### src/rtl/serial_accum_adder.sv
module serial_accum_adder #(
  parameter int WIDTH  = 4,
  parameter bit USE_JK = 1'b0
) (
  input  logic             clk,
  input  logic             rst,
  input  logic             shift_en,
  input  logic             ser_in,
  output logic [WIDTH-1:0] reg_a,
  output logic [WIDTH-1:0] reg_b,
  output logic             carry_out
);
  localparam int PW = (WIDTH > 1) ? $clog2(WIDTH) : 1;
  localparam logic [PW-1:0] LAST = PW'(WIDTH - 1);

  logic [PW-1:0] pos;
  logic          carry_q;
  logic          cin, a0, b0, sum_bit, carry_d;

  assign a0      = reg_a[0];
  assign b0      = reg_b[0];
  assign cin     = (pos == '0) ? 1'b0 : carry_q;
  assign sum_bit = a0 ^ b0 ^ cin;

  generate
    if (USE_JK) begin : g_jk
      logic jin, kin;
      assign jin     = a0 & b0;
      assign kin     = ~(a0 | b0);
      assign carry_d = (jin & ~cin) | (~kin & cin);


      jk_matches_majority_chk: assert property (@(posedge clk) disable iff (rst)
        shift_en |=> carry_q == (($past(a0) & $past(b0)) | ($past(a0) & $past(cin)) | ($past(b0) & $past(cin))));
    end else begin : g_d
      assign carry_d = (a0 & b0) | (a0 & cin) | (b0 & cin);
    end
  endgenerate

  always_ff @(posedge clk) begin
    if (rst) begin
      reg_a     <= '0;
      reg_b     <= '0;
      carry_q   <= 1'b0;
      carry_out <= 1'b0;
      pos       <= '0;
    end else if (shift_en) begin
      reg_a   <= {ser_in, reg_a[WIDTH-1:1]};
      reg_b   <= {sum_bit, reg_b[WIDTH-1:1]};
      carry_q <= carry_d;
      pos     <= (pos == LAST) ? '0 : pos + 1'b1;
      if (pos == LAST) carry_out <= carry_d;
    end
  end


  reset_clears_chk: assert property (@(posedge clk)
    rst |=> (reg_a == '0 && reg_b == '0 && carry_out == 1'b0 && pos == '0));


  serial_entry_chk: assert property (@(posedge clk) disable iff (rst)
    shift_en |=> reg_a[WIDTH-1] == $past(ser_in));


  idle_hold_chk: assert property (@(posedge clk) disable iff (rst)
    !shift_en |=> ($stable(reg_a) && $stable(reg_b) && $stable(carry_out) && $stable(pos)));


  accum_shift_chk: assert property (@(posedge clk) disable iff (rst)
    shift_en |=> reg_b[WIDTH-2:0] == $past(reg_b[WIDTH-1:1]));


  pass_wrap_chk: assert property (@(posedge clk) disable iff (rst)
    (shift_en && pos == LAST) |=> pos == '0);


  carry_flag_hold_chk: assert property (@(posedge clk) disable iff (rst)
    (shift_en && pos != LAST) |=> $stable(carry_out));
endmodule

### config.mk
export PLATFORM = sky130hd
export DESIGN_NAME = serial_accum_adder
export DESIGN_NICKNAME = d
export VERILOG_FILES = /design/src/rtl/serial_accum_adder.sv
export SDC_FILE = /design/constraint.sdc
export NUM_CORES = 1
export LEC_CHECK = 0
export ABC_AREA = 1
export BUFFER_PORTS_ARGS = -buffer_cell sky130_fd_sc_hd__buf_2
export CORE_AREA = 10 10 47 49
export DETAILED_ROUTE_END_ITERATION = 10
export DIE_AREA = 0 0 57 59
export PLACE_DENSITY = 0.64
export SETUP_SLACK_MARGIN = 0.2
export SYNTH_ARGS = -nofsm -noshare
export SYNTH_HDL_FRONTEND = slang
export SYNTH_SLANG_ARGS = --single-unit
### constraint.sdc
create_clock -name clk -period 2.73 [get_ports clk]
set_clock_uncertainty 0.2 [all_clocks]
set_input_delay 0.273 -clock clk [delete_from_list [all_inputs] [get_ports clk]]
set_output_delay 0.273 -clock clk [all_outputs]
set_load 0.01 [all_outputs]
==> metrics <==
GPL Wtd Cong 0.680; post-CTS setup buffer count 0; First-pass DRT Iterations 2; number of global-route vias before repair between 400 and 500; largest net degree at the start of global routing 16; grt met2 use 9.61%; status completed; Worst Setup End Kind register; first-pass GRT wire length between 1.5 and 2 mm; post-DP HPWL a little over 700 um; clk_lat worst skew roughly 0.27 ns; GR Util met1 just under 8%; share of cells above drive strength 1 22.2%; Detailed Route WL 991 um; drt wl/cell 10.2 um; Ys Warns 0; most common library cells after synthesis nor2_1, dfxtp_1, nand2_1; CP arrival 1.80 ns; Worst VDD drop 0.000305 V; max-slew violation count 0; number of max-cap violations 0; final antenna-violating net count 0; Post-synth ARST share 0%; initial core utilization 36.2%; CTS hold repair buffers 0; power per cell area 634 nW/um2; final worst-path cycle share between 60 and 70%; clock slew at reported path FFs 0.08 ns; worst slew pin tran 0.314 ns; NumNets Final 89; CTS buffer count 3; sequential share of the synthesized area 47.4%; design area 604 um2; Die Span Y 59 um; TritonCTS clock tree built; final setup vio count 0; Synth Instances 67; initial antenna violation count 0; critical path type register to register; Clock Tree Buf Depth 2; post-synth top area cell dfxtp_1; Syn Std Cell Area just over 500 um2; detailed-route DRC error count 0; width of the die 57 um; Min-Delay Path Class primary input to register; most common cell in the netlist nor2_1; IO Port Bufs 12; busiest layer in global routing met2; ys flop type dfxtp_1; LEAKAGE 0.316 nW; Worst setup SP type register; clock root cell clkbuf_4; RSZ-0062 raised after global routing no; Rows 14; vias per cell 4.46; top post-synthesis cells by area dfxtp_1, nor2_1, o21ai_0; Fmax 546 MHz; Synth Area per Inst between 7 and 8 um2; initial drt markers 5; aggregate global routing overflow 0; vias post-DR 433; DIE AREA 3360 um2; Slew headroom 79.1%; H-Tree Depth 1; core area 1400 um2; placed cell areas about 570 um2; met3 Usage GRT between 2 and 2.5%; Critical Path RT 2.70 ns; fill cell count 154; Post-synth EDFFs 0; Max Fanout on Critical Path 4; Fin Setup TNS 0 ns; IO Count 13; Hold Vio Cnt, Final 0; PostCTS Resize Cnt 0; Tmin final 1.83 ns; Synth cell types 13; n_diodes 0; Area growth, synth to finish 19.3%; # clock sinks 12; top cell type's share of synthesized area between 40% and 50%; synthesis-stage register bit count 12; Net Count, Synth 74; all-layer global routing usage 6.76%
## cells in the final DEF, fill, tap and decap left out, drive strengths merged
| master | count |
|---|---|
| a21oi | 1 |
| clkbuf | 4 |
| inv | 9 |
| fa | 1 |
| ha | 2 |
| or2 | 1 |
| o21ai | 9 |
| buf | 12 |
| nor2 | 21 |
| dfxtp | 12 |
| nand2 | 9 |
## path summary, 6_finish.rpt
path	from	end	slack [ns]	cells after the start
setup reg to reg	pos[0]	reg_b[3]	0.90	7
hold reg to reg	carry_q	carry_q	0.26	2
hold / removal	ser_in	reg_a[3]	0.02	3
setup / recovery	pos[0]	reg_b[3]	0.90	7
## area by class of cell
cell class,instances,area (um2),area share [%]
multi-input cells,44,214,35.4
flip-flops and latches,12,240,39.8
repair buffers,12,60.1,9.94
inverters,9,33.8,5.59
clock buffers,4,36.3,6.00
well taps,16,20.0,3.31
## sequential cells by signal, indices dropped and copies added (netlist names)
name,cells
reg_a,4
reg_b,4
carry_q,1
carry_out,1
pos,2
## worst max-delay path: stages (launching register included)
cell     delay (ns)
dfxtp_1        0.37
inv_1          0.06
ha_1           0.18
or2_2          0.30
fa_1           0.48
nand2_1        0.05
nand2_1        0.06
nor2_1         0.04
## where the power goes
group          internal [mW]  switching (mW)  total (mW)
logic                 0.0183          0.0277      0.0460
registers              0.187         0.00767       0.194
clock network         0.0811          0.0620       0.143
## routing by layer
layer	vias to the layer above	share of wire, %
li1	229	-
met1	191	49
met2	9	42
met3	4	5.9
met4	0	2.7
met5	-	0
## stage by stage
step / setup slack [ns] / power (mW) / hold WS, ns / util (%) / instances
3_5_place_dp: 0.911 / 0.246 / 0.247 / 40.5 / 93
4_1_cts: 0.902 / 0.389 / 0.0176 / 43.1 / 97
5_1_grt: 0.807 / 0.405 / 0.0579 / 43.1 / 97
3_3_place_gp: 0.942 / 0.245 / 0.248 / 40.5 / 93
6_report: 0.900 / 0.383 / 0.0217 / 43.1 / 97
2_1_floorplan: 0.975 / 0.230 / 0.208 / - / 67
## cell families (layout without fill, tap and decap cells)
| group | Yosys count | count (layout) | share of synthesized area [%] |
|---|---|---|---|
| adder cells (fa/ha/maj) | 3 | 3 | 8.89 |
| AND/OR/NAND/NOR | 31 | 31 | 23.5 |
| flip-flops | 12 | 12 | 47.4 |
| AO/OA/AOI/OAI | 10 | 10 | 9.87 |
| buffers and inverters | 11 | 25 | 10.4 |
Power figures use the tool's default switching activity.
